--- src/rtl/pt_walker_pkg.sv ---
package pt_walker_pkg;

  localparam int unsigned ADDR_W = 32;
  localparam int unsigned FW_W   = 12;

  typedef enum logic [2:0] {
    ST_IDLE,
    ST_FETCH_L1,
    ST_FETCH_L2,
    ST_DONE,
    ST_FAULT
  } walk_state_e;

  typedef enum logic [1:0] {
    SZ_SECTION = 2'd0,
    SZ_LARGE   = 2'd1,
    SZ_SMALL   = 2'd2
  } map_size_e;

  typedef enum logic [1:0] {
    L1K_XLAT,
    L1K_SECTION,
    L1K_TABLE,
    L1K_BAD
  } l1_kind_e;

  typedef enum logic [1:0] {
    L2K_XLAT,
    L2K_LARGE,
    L2K_SMALL,
    L2K_BAD
  } l2_kind_e;

  localparam logic [3:0] FC_ALIGN   = 4'd1;
  localparam logic [3:0] FC_XLAT_L1 = 4'd5;
  localparam logic [3:0] FC_XLAT_L2 = 4'd7;
  localparam logic [3:0] FC_EXT_L1  = 4'd12;
  localparam logic [3:0] FC_EXT_L2  = 4'd14;

  typedef struct packed {
    logic [ADDR_W-1:0] vbase;
    logic [ADDR_W-1:0] pbase;
    map_size_e         size;
    logic [3:0]        dom;
    logic [1:0]        ap;
    logic              sect;
  } map_t;

  function automatic logic [ADDR_W-1:0] l1_fetch_addr(
      input logic [ADDR_W-1:0] base, input logic [ADDR_W-1:0] va);
    return base + {18'd0, va[31:20], 2'b00};
  endfunction

  function automatic logic [ADDR_W-1:0] l2_fetch_addr(
      input logic [ADDR_W-1:0] l1d, input logic [ADDR_W-1:0] va);
    return (l1d & 32'hFFFF_FC00) + {22'd0, va[19:12], 2'b00};
  endfunction

  function automatic logic [FW_W-1:0] pack_fault(
      input logic [3:0] code, input logic [3:0] dom, input logic wr);
    return {wr, 3'b000, dom, code};
  endfunction

endpackage

--- src/rtl/pt_l1_decode.sv ---
module pt_l1_decode
  import pt_walker_pkg::*;
(
  input  logic [ADDR_W-1:0] desc_i,
  input  logic [ADDR_W-1:0] va_i,
  output l1_kind_e          kind_o,
  output logic [3:0]        dom_o,
  output map_t              sect_map_o,
  output logic [ADDR_W-1:0] l2_addr_o
);
  always_comb begin
    unique case (desc_i[1:0])
      2'd0:    kind_o = L1K_XLAT;
      2'd1:    kind_o = L1K_TABLE;
      2'd2:    kind_o = L1K_SECTION;
      default: kind_o = L1K_BAD;
    endcase
  end

  assign dom_o = desc_i[8:5];
  assign l2_addr_o = l2_fetch_addr(desc_i, va_i);

  always_comb begin
    sect_map_o.vbase = va_i & 32'hFFF0_0000;
    sect_map_o.pbase = desc_i & 32'hFFF0_0000;
    sect_map_o.size  = SZ_SECTION;
    sect_map_o.dom   = desc_i[8:5];
    sect_map_o.ap    = desc_i[11:10];
    sect_map_o.sect  = 1'b1;
  end
endmodule

--- src/rtl/pt_l2_decode.sv ---
module pt_l2_decode
  import pt_walker_pkg::*;
(
  input  logic [ADDR_W-1:0] desc_i,
  input  logic [ADDR_W-1:0] va_i,
  input  logic [3:0]        dom_i,
  output l2_kind_e          kind_o,
  output map_t              page_map_o
);
  logic [ADDR_W-1:0] mask;

  always_comb begin
    unique case (desc_i[1:0])
      2'd0:    kind_o = L2K_XLAT;
      2'd1:    kind_o = L2K_LARGE;
      2'd2:    kind_o = L2K_SMALL;
      default: kind_o = L2K_BAD;
    endcase
  end

  assign mask = (desc_i[1:0] == 2'd1) ? 32'hFFFF_0000 : 32'hFFFF_F000;

  always_comb begin
    page_map_o.vbase = va_i & mask;
    page_map_o.pbase = desc_i & mask;
    page_map_o.size  = (desc_i[1:0] == 2'd1) ? SZ_LARGE : SZ_SMALL;
    page_map_o.dom   = dom_i;
    page_map_o.ap    = desc_i[5:4];
    page_map_o.sect  = 1'b0;
  end
endmodule

--- src/rtl/pt_walker.sv ---
module pt_walker
  import pt_walker_pkg::*;
(
  input  logic              clk,
  input  logic              rst_n,
  input  logic              start_i,
  input  logic [31:0]       va_i,
  input  logic              write_i,
  input  logic [31:0]       tbase_i,
  output logic              busy_o,
  output logic              mem_req_o,
  output logic [31:0]       mem_addr_o,
  input  logic              mem_rsp_i,
  input  logic [31:0]       mem_rdata_i,
  input  logic              mem_err_i,
  output logic              done_o,
  output logic              fault_o,
  output logic [11:0]       fault_word_o,
  output logic              ins_valid_o,
  output logic [31:0]       map_vbase_o,
  output logic [31:0]       map_pbase_o,
  output logic [1:0]        map_size_o,
  output logic [3:0]        map_domain_o,
  output logic [1:0]        map_ap_o,
  output logic              map_sect_o
);
  walk_state_e       state_q;
  logic [ADDR_W-1:0] va_q;
  logic              wr_q;
  logic [ADDR_W-1:0] addr_q;
  logic [3:0]        dom_q;
  map_t              map_q;
  logic [FW_W-1:0]   fword_q;

  // named events for the checker
  logic walk_accept;
  logic l1_rsp;
  logic l2_rsp;
  logic base_misaligned;

  assign walk_accept     = start_i && (state_q == ST_IDLE);
  assign l1_rsp          = (state_q == ST_FETCH_L1) && mem_rsp_i;
  assign l2_rsp          = (state_q == ST_FETCH_L2) && mem_rsp_i;
  assign base_misaligned = tbase_i[1:0] != 2'b00;

  l1_kind_e          l1_kind;
  logic [3:0]        l1_dom;
  map_t              l1_map;
  logic [ADDR_W-1:0] l1_next_addr;
  l2_kind_e          l2_kind;
  map_t              l2_map;

  pt_l1_decode u_l1 (
    .desc_i     (mem_rdata_i),
    .va_i       (va_q),
    .kind_o     (l1_kind),
    .dom_o      (l1_dom),
    .sect_map_o (l1_map),
    .l2_addr_o  (l1_next_addr)
  );

  pt_l2_decode u_l2 (
    .desc_i     (mem_rdata_i),
    .va_i       (va_q),
    .dom_i      (dom_q),
    .kind_o     (l2_kind),
    .page_map_o (l2_map)
  );

  always_ff @(posedge clk or negedge rst_n) begin
    if (!rst_n) begin
      state_q <= ST_IDLE;
      va_q    <= '0;
      wr_q    <= 1'b0;
      addr_q  <= '0;
      dom_q   <= '0;
      map_q   <= '0;
      fword_q <= '0;
    end else begin
      unique case (state_q)
        ST_IDLE: begin
          if (walk_accept) begin
            va_q <= va_i;
            wr_q <= write_i;
            if (base_misaligned) begin
              fword_q <= pack_fault(FC_ALIGN, 4'd0, write_i);
              state_q <= ST_FAULT;
            end else begin
              addr_q  <= l1_fetch_addr(tbase_i, va_i);
              state_q <= ST_FETCH_L1;
            end
          end
        end
        ST_FETCH_L1: begin
          if (l1_rsp) begin
            if (mem_err_i) begin
              fword_q <= pack_fault(FC_EXT_L1, 4'd0, wr_q);
              state_q <= ST_FAULT;
            end else begin
              unique case (l1_kind)
                L1K_XLAT: begin
                  fword_q <= pack_fault(FC_XLAT_L1, l1_dom, wr_q);
                  state_q <= ST_FAULT;
                end
                L1K_SECTION: begin
                  map_q   <= l1_map;
                  fword_q <= '0;
                  state_q <= ST_DONE;
                end
                L1K_TABLE: begin
                  addr_q  <= l1_next_addr;
                  dom_q   <= l1_dom;
                  state_q <= ST_FETCH_L2;
                end
                default: begin
                  fword_q <= pack_fault(FC_EXT_L1, 4'd0, wr_q);
                  state_q <= ST_FAULT;
                end
              endcase
            end
          end
        end
        ST_FETCH_L2: begin
          if (l2_rsp) begin
            if (mem_err_i) begin
              fword_q <= pack_fault(FC_EXT_L2, 4'd0, wr_q);
              state_q <= ST_FAULT;
            end else begin
              unique case (l2_kind)
                L2K_XLAT: begin
                  fword_q <= pack_fault(FC_XLAT_L2, dom_q, wr_q);
                  state_q <= ST_FAULT;
                end
                L2K_LARGE, L2K_SMALL: begin
                  map_q   <= l2_map;
                  fword_q <= '0;
                  state_q <= ST_DONE;
                end
                default: begin
                  fword_q <= pack_fault(FC_EXT_L2, 4'd0, wr_q);
                  state_q <= ST_FAULT;
                end
              endcase
            end
          end
        end
        default: state_q <= ST_IDLE;
      endcase
    end
  end

  assign busy_o       = state_q != ST_IDLE;
  assign mem_req_o    = (state_q == ST_FETCH_L1) || (state_q == ST_FETCH_L2);
  assign mem_addr_o   = addr_q;
  assign done_o       = (state_q == ST_DONE) || (state_q == ST_FAULT);
  assign fault_o      = state_q == ST_FAULT;
  assign ins_valid_o  = state_q == ST_DONE;
  assign fault_word_o = fword_q;
  assign map_vbase_o  = map_q.vbase;
  assign map_pbase_o  = map_q.pbase;
  assign map_size_o   = map_q.size;
  assign map_domain_o = map_q.dom;
  assign map_ap_o     = map_q.ap;
  assign map_sect_o   = map_q.sect;
endmodule

--- config.mk ---
export PLATFORM = sky130hd
export DESIGN_NAME = pt_walker
export DESIGN_NICKNAME = d
export VERILOG_FILES = /design/src/rtl/pt_walker_pkg.sv /design/src/rtl/pt_l1_decode.sv /design/src/rtl/pt_l2_decode.sv /design/src/rtl/pt_walker.sv
export SDC_FILE = /design/constraint.sdc
export NUM_CORES = 1
export LEC_CHECK = 0
export ABC_AREA = 1
export BUFFER_PORTS_ARGS = -buffer_cell sky130_fd_sc_hd__buf_4
export CAP_MARGIN = 20
export CORE_MARGIN = 3
export CORE_UTILIZATION = 25
export CTS_BUF_LIST = sky130_fd_sc_hd__clkbuf_2
export DETAILED_ROUTE_END_ITERATION = 8
export PLACE_DENSITY = 0.5
export SLEW_MARGIN = 20
export SYNTH_ARGS = -nofsm -noshare
export SYNTH_HDL_FRONTEND = slang
export SYNTH_SLANG_ARGS = --single-unit
--- constraint.sdc ---
create_clock -name clk -period 2.6 [get_ports clk]
set_input_delay 0.26 -clock clk [delete_from_list [all_inputs] [get_ports clk]]
set_output_delay 0.26 -clock clk [all_outputs]
set_load 0.005 [all_outputs]
== Yosys cells after proc, flatten, opt, wreduce, memory -nomap -nowiden ==
Index checks and enable logic that the tools add are counted.

* Register bits after elaboration: 157
* Input port bits: 102
* Logic and storage cells: 94

* $add $sub $neg: 2
* Eq/ne operators: 21
* Mux-type cells: 35
* Bitwise gates (word level): 3
* Reductions and logical operators: 21

{| class="wikitable"
|+ Operator list
! cell !! count
|-
| $mux 73 || 6
|-
| $mux 32 || 5
|-
| $pmux 73 s2 || 1
|-
| $mux 12 || 6
|-
| $pmux 12 s3 || 2
|-
| $and 32x32->32 || 2
|-
| $pmux 32 s2 || 1
|-
| $add 32x10->32 || 1
|-
| $add 32x14->32 || 1
|-
| $pmux 12 s2 || 1
|-
| $mux 3 || 7
|-
| $mux 16 || 1
|-
| $ne 2x2->1 const B || 7
|-
| $pmux 2 s3 || 2
|-
| $reduce_and 6->1 || 2
|-
| $pmux 3 s3 || 1
|-
| $reduce_and 7->1 || 1
|-
| $eq 2x1->1 const B || 3
|-
| $eq 2x2->1 const B || 3
|-
| $eq 3x2->1 const B || 2
|-
| $logic_not 2->1 || 3
|-
| $ne 2x1->1 const B || 3
|-
| $pmux 3 s2 || 1
|-
| $reduce_bool 2->1 || 3
|-
| 13 further kinds || 17
|}

== Longest topological paths before layout ==
Gate-level depths: netlist of run 1.

* Depth in word-level cells: 8
* Depth in mapped cells: 13
* Gate-level depth less buffers: 13

== Hierarchy ==
A second synthesis of run 1 with hierarchy kept.

* Cell total of the unflattened synthesis: 1306
* Area total of the unflattened synthesis: 9903.2 um^2

{| class="wikitable"
|+ By module, submodules not included
! module !! instances !! cells each !! area an instance (um^2)
|-
| pt_walker || 1 || 1107 || 8493.1
|-
| pt_l1_decode || 1 || 113 || 833.3
|-
| pt_l2_decode || 1 || 86 || 576.8
|}

== Worst setup path before layout of run 1 ==
Ideal clock, no wire load.

* Path type: in2reg
* Start point: input va_i[20]
* End point: register addr_q[14] (netlist: mem_addr_o[14])
* Data arrival time: 1.706 ns
* Slack: 0.829 ns
* Stages: 11
* Path buffers: 0
* Path through: ha_1 fa_1 nand3_1 nand3_1 nand3_1 nand3_1 nand2_1 inv_1 o21ai_0 nand2_1 nand2_1

* Word-level cells in the longest chain between the ends: 4

{| class="wikitable"
|+ Ends and longest elaborated chain
! item !! line !! source
|-
| start: declaration || pt_walker.sv:7 || <nowiki>input logic [31:0] va_i,</nowiki>
|-
| $add 32x14->32 || pt_walker_pkg.sv:51 || <nowiki>return base + {18'd0, va[31:20], 2'b00};</nowiki>
|-
| $mux 32 || pt_walker.sv:85 || <nowiki>if (base_misaligned) begin</nowiki>
|-
| $mux 32 || pt_walker.sv:82 || <nowiki>if (walk_accept) begin</nowiki>
|-
| $pmux 32 s2 || pt_walker.sv:80 || <nowiki>unique case (state_q)</nowiki>
|-
| end signal: assignment || pt_walker.sv:89 || <nowiki>addr_q <= l1_fetch_addr(tbase_i, va_i);</nowiki>
|-
| end signal: assignment || pt_walker.sv:111 || <nowiki>addr_q <= l1_next_addr;</nowiki>
|-
| end: declaration || pt_walker.sv:30 || <nowiki>logic [ADDR_W-1:0] addr_q;</nowiki>
|}

No other way between the ends. The select of a mux whose other input is x is not followed.
A chain may end at the register's enable or synchronous reset.

== Final worst setup path of run 1 ==
* Start point: register state_q[2]
* End point: register map_q (netlist bit map_ap_o[1])

* Word-level cells in the longest chain between the ends: 4

{| class="wikitable"
|+ Ends and longest elaborated chain
! item !! line !! source
|-
| start: declaration || pt_walker.sv:27 || <nowiki>walk_state_e state_q;</nowiki>
|-
| start signal: assignment || pt_walker.sv:72 || <nowiki>state_q <= ST_IDLE;</nowiki>
|-
| start signal: assignment || pt_walker.sv:87 || <nowiki>state_q <= ST_FAULT;</nowiki>
|-
| start signal: assignment || pt_walker.sv:90 || <nowiki>state_q <= ST_FETCH_L1;</nowiki>
|-
| $eq 3x2->1 / $eq 3x1->1 (equally long branches) || pt_walker.sv:43, pt_walker.sv:80, pt_walker.sv:42 ||
|-
| $logic_and 1x1->1 (on tied branches) || pt_walker.sv:43, pt_walker.sv:42 ||
|-
| $ne 2x2->1 (no source line) || - ||
|-
| $reduce_and 7->1 (no source line) || - ||
|-
| end signal: assignment || pt_walker.sv:106 || <nowiki>map_q <= l1_map;</nowiki>
|-
| end signal: assignment || pt_walker.sv:135 || <nowiki>map_q <= l2_map;</nowiki>
|-
| end: declaration || pt_walker.sv:32 || <nowiki>map_t map_q;</nowiki>
|}

Parallel ways exist; a longest one is shown, timed or not.

==> results.toml, run 1 <==
[worst_setup_path]
crit_path_max_fanout = 52
critPathRequiredTime_ps = 3240
worstPathArrival_ps = 3040
crit_type = "flop to flop"
reg2reg_depth = 11
start_kind = "flop"
worstSetupEndpointType = "flop"

[place]
globalplace.congestion = 0.889
io_buffers = 181
place_ws_ps = 338
dp_hpwl_um = 17400

[yosys]
synth_top_area_share_pct = 44.2
synth_area_leaders = "dfrtp_1 44%, nand2_1 17%, inv_1 5.6%"
synth_seq_cells = 118
synth_area_um2 = 6680
synth_area_per_cell_um2 = 7.52
ys_top_cells_by_count = "307 x nand2_1, 118 x dfrtp_1, 100 x inv_1"
yosysWarnings = 0
synth_top_cell_by_area = "dfrtp_1"
synth-edff-count = 0
ys_types = 37
syn_inst = 889
synthFlopType = "dfrtp_1"
ys_seq_area_share_pct = 44.2
yosysMostFrequentCell = "nand2_1"
synthArstFlopShare_pct = 100

[timing]
tightest_slew_ps = 802
finalHoldViolCount = 0
fin_crit_sh_pct = 92.2
maxSlewViolCount = 0
tns_ps = 0
holdWs_ps = 77.5
max_freq_mhz = 417
layout_setup_ws_ps = 202
period_minus_slack_ps = 2400
rsz0062_at_grt = "false"
clock-skew-final_ps = 46.8
finalSetupViolCount = 0
relSlewSlack_pct = 46.6

[global_routing]
grt_pass1_vias = 6477
grt_usage_pct = 15.9
grt_max_degree = 60
antenna_found_initial = 1
grt_pass1_wl_um = 35600
grt_overflow_total = 0

[final_layout]
area_delta_synth_final_pct = 40.8
fillers = 2848
final_util_pct = 36.0
nets = 1275
final_layout_size_suffix_gt1_share_pct = 22.4

[routing]
drc = 0
vias_per_cell = 4.36
drtPass1Iterations = 5
drt_wl_total_um = 22800
ant_nets = 0
vias = 6557
wl_per_cell_um = 15.2
drt-initial-drc-count = 314

[floorplan]
die_y_um = 169
core_um2 = 26100
die_area_um2 = 28700
std_cell_rows = 59
start_util_pct = 25.6
pin_count = 224
die_x_um = 169

[clock_network]
htree_num_levels = 4
worstSkewPairLatency_ps = 710
cts_buffers = 17
cts_root_buf = "clkbuf_2"
clockBufferDepth = 2
clk_pin_slew_ps = 240
post_cts_buffers = 0
cts_tree = "yes"
clock-sinks = 118

[pwr]
power_density_nw_per_um2 = 817
p_leak_uw = 0.00504
irDropWorstVdd_uv = 362

[run]
cap_violations = 0

[status]
status = "completed"

[hold_path]
hp-class = "input pin to flop"
hold_depth = 4
routing by layer:
layer,vias to the layer above,wire [µm],GRT usage [%]
li1,3304,-,-
met1,3062,10600,21.6
met2,169,10700,25.9
met3,22,1030,2.82
met4,0,410,4.80
met5,-,0,0
report_power, final:
group	switching, µW	internal, µW	total [µW]	leakage, µW
registers	450	2590	3040	0.00148
clock network	823	447	1270	0.000143
logic	1740	1640	3380	0.00342
total	3010	4670	7680	0.00504
worst max-delay path, stage by stage, from the launching register on:
cell and delay [ps]:
dfrtp_1 430, inv_2 130, nand3_2 160, inv_2 130, nand2_1 100, o21ai_1 90
nor2_1 70, nand2_2 130, buf_6 350, nand2_1 110, nand3_1 90, dlygate4sd3_1 540
worst paths after layout:
check                                        from                     endpoint  slack, ps
setup / recovery           state_q[2]$_DFFE_PN0P_      map_ap_o[1]$_DFFE_PN0P_        200
hold / removal                         tbase_i[3]    mem_addr_o[3]$_DFFE_PN0P_         80
setup reg to reg           state_q[2]$_DFFE_PN0P_      map_ap_o[1]$_DFFE_PN0P_        200
hold reg to reg              va_q[22]$_DFFE_PN0P_  map_vbase_o[22]$_DFFE_PN0P_        490
max in group asynchronous                   rst_n   mem_addr_o[20]$_DFFE_PN0P_       1710
min in group asynchronous                   rst_n  map_pbase_o[27]$_DFFE_PN0P_        130
layout make-up:
type                    count  area (µm²)  area share, %
multi-input cells         640        3120           33.2
flip-flops and latches    118        2950           31.4
repair buffers            272        2270           24.2
well taps                 335         419           4.46
inverters                 106         398           4.23
clock inverters            15         155           1.65
clock buffers              17        85.1          0.904
diodes                      1        2.50         0.0266
placed cells by master (no fill, tap or decap), types with 2 or more instances in the layout:
| cell type | n |
|---|---|
| nand3b_1 | 4 |
| inv_2 | 6 |
| o211ai_2 | 2 |
| bufinv_16 | 2 |
| nand2_2 | 4 |
| inv_6 | 3 |
| nand3_1 | 63 |
| buf_4 | 188 |
| nor2_4 | 2 |
| clkinvlp_4 | 2 |
| nor2_2 | 2 |
| conb_1 | 27 |
| o211ai_1 | 2 |
| ha_1 | 16 |
| buf_12 | 2 |
| dlygate4sd3_1 | 81 |
| clkinv_4 | 4 |
| a22o_1 | 3 |
| o21ai_2 | 3 |
| dfrtp_1 | 118 |
| mux2_2 | 16 |
| nand3_4 | 2 |
| clkinv_2 | 3 |
| o21ai_1 | 7 |
| a21oi_1 | 47 |
| xor2_1 | 5 |
| a31oi_1 | 4 |
| inv_1 | 100 |
| clkbuf_2 | 17 |
| nand2_1 | 307 |
| o21ai_0 | 42 |
| xnor2_1 | 2 |
| nor3_1 | 11 |
| nand4_1 | 7 |
| nor2_1 | 53 |
timing repair:
action,CTS,global route
gates resized for setup,0,5
hold endpoints to repair,140,0
setup endpoints to repair,0,3
hold buffers,81,0
metrics by stage:
stage | std cells | instance area, µm² | power [µW]
after floorplan | 915 | 6780 | 4680
after global placement | 1390 | 8340 | 6300
after detailed placement | 1390 | 8340 | 6330
after CTS | 1503 | 9390 | 7780
after global routing | 1504 | 9410 | 8320
final | 1504 | 9410 | 7680
logic make-up after synthesis:
logic type / share of synthesized area (%)
xor gates and xnor gates: 0.917
and+or+nand+nor: 28.5
adders and majority gates: 3.48
muxes: 2.70
other: 0.0561
AOI/OAI and AO/OA: 9.40
DFF: 44.2
buffers and inverters: 10.8
flip-flops by register name, summed over array words and instances (netlist names):
signal        flops
state_q           3
map_size_o        2
dom_q             4
mem_addr_o       32
map_sect_o        1
fault_word_o      9
va_q             20
map_pbase_o      20
map_ap_o          2
map_domain_o      4
wr_q              1
map_vbase_o      20
No activity file was read; power rests on OpenSTA's default activity.
==> inputs of run 2 (changes only) <==
--- a/config.mk
+++ b/config.mk
@@ -9,10 +9,10 @@
 export BUFFER_PORTS_ARGS = -buffer_cell sky130_fd_sc_hd__buf_4
 export CAP_MARGIN = 20
 export CORE_MARGIN = 3
-export CORE_UTILIZATION = 25
+export CORE_UTILIZATION = 45
 export CTS_BUF_LIST = sky130_fd_sc_hd__clkbuf_2
 export DETAILED_ROUTE_END_ITERATION = 8
-export PLACE_DENSITY = 0.5
+export PLACE_DENSITY = 0.78
 export SLEW_MARGIN = 20
 export SYNTH_ARGS = -nofsm -noshare
 export SYNTH_HDL_FRONTEND = slang
==> results.toml, run 2 (synthesis results as in run 1) <==
[pwr]
p_int_uw = 4650
power_uw = 7520
p_clk_share_pct = 15.5
power_density_nw_per_um2 = 823
irDropWorstVdd_uv = 536
p_leak_uw = 0.00503
p_sw_share_pct = 38.1
p_comb_share_pct = 44.0
power_frac_seq_pct = 40.4
netSwitchingPower_uw = 2870

[final_layout]
layout_commonest_cell = "nand2_1"
final_cell_mix = "307 x nand2_1, 186 x buf_4, 118 x dfrtp_1"
largest_reg_flops = 32
final_layout_size_suffix_gt1_share_pct = 22.1
nets = 1270
multi_input_area_um2 = 3110
fillers = 1224
seq_area_um2 = 2950
area_delta_synth_final_pct = 36.7

[routing]
wl_per_cell_um = 15.1
drt-initial-drc-count = 620
drt_wl_total_um = 20300
vias_per_cell = 4.99
drtPass1Iterations = 6
ant_nets = 0
vias = 6716
drc = 0

[place]
globalplace.congestion = 0.920
dp_hpwl_um = 14700
io_buffers = 181

[global_routing]
grt_overflow_total = 0
grt_max_degree = 55
grt_pass1_vias = 6520
grt_usage_pct = 25.2
antenna_found_initial = 1
grt_pass1_wl_um = 32600

[floorplan]
std_cell_rows = 43
start_util_pct = 47.0
core_um2 = 14200
die_y_um = 128
pin_count = 224
die_x_um = 128
die_area_um2 = 16300

[timing]
finalHoldViolCount = 0
max_freq_mhz = 413
finalSetupViolCount = 0
period_minus_slack_ps = 2420
relSlewSlack_pct = 65.8
tightest_slew_ps = 509
maxSlewViolCount = 0
clock-skew-final_ps = 26.9
holdWs_ps = 61.8
fin_crit_sh_pct = 93.1
tns_ps = 0

[clock_network]
worstSkewPairLatency_ps = 690
cts_root_buf = "clkbuf_2"
clock-sinks = 118
clockBufferDepth = 2
clk_pin_slew_ps = 190
cts_tree = "yes"
post_cts_buffers = 0
cts_buffers = 17
htree_num_levels = 4

[worst_setup_path]
reg2reg_depth = 11
r2r_start = "state_q[2]$_DFFE_PN0P_"
crit_path_max_fanout = 50
start_kind = "flop"
worstSetupEndpointType = "flop"
regToRegSetupSlack_ps = 180
r2r_end = "map_ap_o[0]$_DFFE_PN0P_"
worstPathArrival_ps = 3050
crit_type = "flop to flop"
critPathRequiredTime_ps = 3230

[hold_path]
hold_depth = 5
hp-class = "input pin to flop"
worst_hold_path.endpoint = "mem_addr_o[8]$_DFFE_PN0P_"
hp-start = "tbase_i[8]"

[run]
cap_violations = 0

[status]
status = "completed"
-- run 2: cell types whose count changed in the layout (fill, tap and decap cells not counted), sizes merged --
cell	previous run	this run
clkbuf	17	21
clkinvlp	2	1
dlygate4sd3	81	78
diode	1	2
inv	109	106
buf	191	189
-- run 2: routing by layer --
| metal | up-vias | global-route usage (%) | part of all wire (%) |
|---|---|---|---|
| met3 | 54 | 5.42 | 7.6 |
| li1 | 3306 | - | - |
| met2 | 267 | 40.0 | 46 |
| met5 | - | 0 | 0 |
| met4 | 0 | 9.43 | 3.1 |
| met1 | 3089 | 34.0 | 43 |
-- run 2: worst max-delay path, stage by stage (launching register included) --
cell and delay, ps:
dfrtp_1 430, inv_2 130, nand3_2 220, inv_2 160
nand2_1 100, o21ai_1 90, nor2_1 60, nand2_2 150
buf_8 290, nand2_1 90, nand3_1 80, dlygate4sd3_1 540
-- run 2: layout make-up --
| type | instances | area share (%) |
|---|---|---|
| well taps | 180 | 2.47 |
| repair buffers | 267 | 24.4 |
| clock inverters | 11 | 1.19 |
| diodes | 2 | 0.0548 |
| flip-flops and latches | 118 | 32.3 |
| clock buffers | 21 | 1.15 |
| inverters | 106 | 4.35 |
| multi-input cells | 640 | 34.0 |
-- run 2: timing repair --
item                                   CTS  global route
endpoints found under the hold margin  201             0
setup endpoints to repair                0             2
gates resized for setup                  0             4
hold buffers                            78             0
-- run 2: how the worst max path moves through the flow --
| stage | startpoint | end | slack (ps) |
|---|---|---|---|
| 2_1_floorplan | va_i[20] | mem_addr_o[14]$_DFFE_PN0P_ | 830 |
| 3_3_place_gp | va_i[20] | mem_addr_o[14]$_DFFE_PN0P_ | 370 |
| 3_5_place_dp | va_i[20] | mem_addr_o[14]$_DFFE_PN0P_ | 350 |
| 4_1_cts | state_q[2]$_DFFE_PN0P_ | map_ap_o[0]$_DFFE_PN0P_ | 80 |
| 5_1_grt | state_q[2]$_DFFE_PN0P_ | map_ap_o[0]$_DFFE_PN0P_ | -0.9 |
| 6_report | state_q[2]$_DFFE_PN0P_ | map_ap_o[0]$_DFFE_PN0P_ | 180 |
-- run 2: metrics by stage --
| step | area [µm²] | utilization, % | setup slack [ps] | cells |
|---|---|---|---|---|
| floorplan | 6780 | - | 829 | 915 |
| global placement | 8130 | 57.2 | 367 | 1233 |
| detailed placement | 8130 | 57.2 | 350 | 1233 |
| CTS | 9120 | 64.2 | 77.9 | 1343 |
| global route | 9130 | 64.3 | -0.853 | 1344 |
| finish | 9140 | 64.3 | 180 | 1345 |
-- run 2: power groups by stage --
| stage | registers, µW | clock network (µW) | logic, µW |
|---|---|---|---|
| after CTS | 3030 | 1190 | 3300 |
| after global routing | 3130 | 1270 | 3700 |
| final | 3040 | 1170 | 3310 |
| after detailed placement | 3070 | 0 | 3150 |
| after floorplan | 3040 | 0 | 1640 |
| after global placement | 3050 | 0 | 3080 |
==> inputs of run 3 (changes only) <==
--- a/config.mk
+++ b/config.mk
@@ -12,7 +12,7 @@
 export CORE_UTILIZATION = 45
 export CTS_BUF_LIST = sky130_fd_sc_hd__clkbuf_2
 export DETAILED_ROUTE_END_ITERATION = 8
-export PLACE_DENSITY = 0.78
+export PLACE_DENSITY = 0.71
 export SLEW_MARGIN = 20
 export SYNTH_ARGS = -nofsm -noshare
 export SYNTH_HDL_FRONTEND = slang
==> results.toml, run 3 (synthesis results as in run 1) <==
[routing]
wl_per_cell_um = 15.0
drt_wl_total_um = 20100
drc = 0
drtPass1Iterations = 5
ant_nets = 0
drt-initial-drc-count = 458
vias_per_cell = 4.93
vias = 6610

[clock_network]
cts_buffers = 17
clockBufferDepth = 2
clk_pin_slew_ps = 190
worstSkewPairLatency_ps = 710
htree_num_levels = 4
post_cts_buffers = 0
cts_tree = "yes"
clock-sinks = 118
cts_root_buf = "clkbuf_2"

[pwr]
power_density_nw_per_um2 = 824
p_leak_uw = 0.00499
p_sw_share_pct = 38.3
netSwitchingPower_uw = 2870
p_clk_share_pct = 15.7
power_uw = 7500
p_comb_share_pct = 43.9
p_int_uw = 4620
irDropWorstVdd_uv = 439
power_frac_seq_pct = 40.4

[floorplan]
core_um2 = 14200
pin_count = 224
std_cell_rows = 43
start_util_pct = 47.0
die_x_um = 128
die_y_um = 128
die_area_um2 = 16300

[worst_setup_path]
worstPathArrival_ps = 3000
crit_chain = "inv_2 -> nand3_2 -> nand2_2 -> inv_2 -> nor2_1 -> nand2_2 -> nor2_2 -> nand2_1 -> nand3_1 -> dlygate4sd3_1"
crit_type = "flop to flop"
crit_family = "simple AND/OR/NAND/NOR gates"
critPathRequiredTime_ps = 3240
start_kind = "flop"
max_stage_delay_ps = 550
crit_cells = 10
startpoint = "state_q[2]$_DFFE_PN0P_"
r2r_start = "state_q[2]$_DFFE_PN0P_"
worstSetupEndpointType = "flop"
r2r_end = "map_ap_o[0]$_DFFE_PN0P_"
reg2reg_depth = 10
crit_path_max_fanout = 9
crit_slowest_cell = "dlygate4sd3_1"
critical_path_buf_inv_count = 3
cp-endpoint = "map_ap_o[0]$_DFFE_PN0P_"
regToRegSetupSlack_ps = 240

[final_layout]
final_layout_size_suffix_gt1_share_pct = 22.0
nets = 1267
final_cell_mix = "307 x nand2_1, 187 x buf_4, 118 x dfrtp_1"
instances_no_fill = 1340
stdcell_area_um2 = 9100
layout_commonest_cell = "nand2_1"
largest_reg_flops = 32
area_delta_synth_final_pct = 36.2

[hold_path]
hp-class = "input pin to flop"

[place]
place_area_um2 = 8130
dp_hpwl_um = 14600
globalplace.congestion = 0.904
io_buffers = 181
dp.cells = 1233
place_ws_ps = 318

[global_routing]
grtUsageMet1_pct = 35.4
grt_util_met3_pct = 5.33
antenna_found_initial = 0
grt_pass1_wl_um = 32200
met2_usage_pct = 38.3
top_usage_layer = "met2"
grt_max_degree = 53
grt_usage_pct = 24.9
grt_overflow_total = 0
grt_pass1_vias = 6267

[timing]
maxSlewViolCount = 0
layout_setup_ws_ps = 241
max_freq_mhz = 424
rsz0062_at_grt = "false"
clock-skew-final_ps = 39.2
fin_crit_sh_pct = 90.7
tns_ps = 0
finalSetupViolCount = 0
tightest_slew_ps = 539
finalHoldViolCount = 0
relSlewSlack_pct = 63.8
period_minus_slack_ps = 2360

[run]
cap_violations = 0

[status]
status = "completed"
run 3: cell types whose count changed in the layout (fill, tap and decap cells not counted), sizes merged:
| cell | change |
|---|---|
| clkinvlp | +2 |
| clkbuf | -4 |
| inv | +2 |
| clkinv | -1 |
| dlygate4sd3 | -3 |
| diode | -1 |
run 3: per-stage QoR:
stage	hold slack [ps]	utilization, %
floorplan	-35.6	-
global placement	270	57.2
detailed placement	269	57.2
CTS	16.8	64.1
global route	13.9	64.1
finish	63.5	64.1
run 3: cell type report:
class	count	area (µm²)
fill	1293	5100
multi-input combinational	640	3110
sequential	118	2950
timing repair buffer	264	2190
inverter	106	398
tap	180	225
clock inverter	14	135
clock buffer	17	85.1
antenna	1	2.50
run 3: worst min-delay path: stages:
cell and delay (ps):
buf_4 80, ha_1 190, xor2_1 100, nand2_1 60, a21oi_1 50
run 3: metal layers:
metal	part of all wire (%)	wire, µm	vias up
met4	2.0	398	0
li1	-	-	3291
met3	6.8	1360	34
met2	46	9170	233
met5	0	0	-
met1	46	9190	3052
run 3: what timing repair did:
item,CTS,global route
resized for setup,0,1
hold buffers,75,0
endpoints found under the hold margin,176,0
setup endpoints to repair,0,1
run 3: worst min path at each step:
| stage | start | end | slack [ps] | depth (start not counted) |
|---|---|---|---|---|
| floorplan | rst_n | dom_q[0]$_DFFE_PN0P_ | -40 | 0 |
| global placement | rst_n | fault_word_o[11]$_DFFE_PN0P_ | 270 | 1 |
| finish | tbase_i[8] | mem_addr_o[8]$_DFFE_PN0P_ | 60 | 5 |
| detailed placement | rst_n | fault_word_o[11]$_DFFE_PN0P_ | 270 | 1 |
| global route | rst_n | fault_word_o[11]$_DFFE_PN0P_ | 10 | 2 |
| CTS | rst_n | fault_word_o[11]$_DFFE_PN0P_ | 20 | 2 |
run 3: power by group through the flow:
stage / clock, µW / sequential (µW) / combinational [µW]
after floorplan: 0 / 3040 / 1640
after global placement: 0 / 3040 / 3120
after detailed placement: 0 / 3050 / 3160
after CTS: 1210 / 3020 / 3300
after global routing: 1280 / 3120 / 3660
final: 1180 / 3030 / 3290
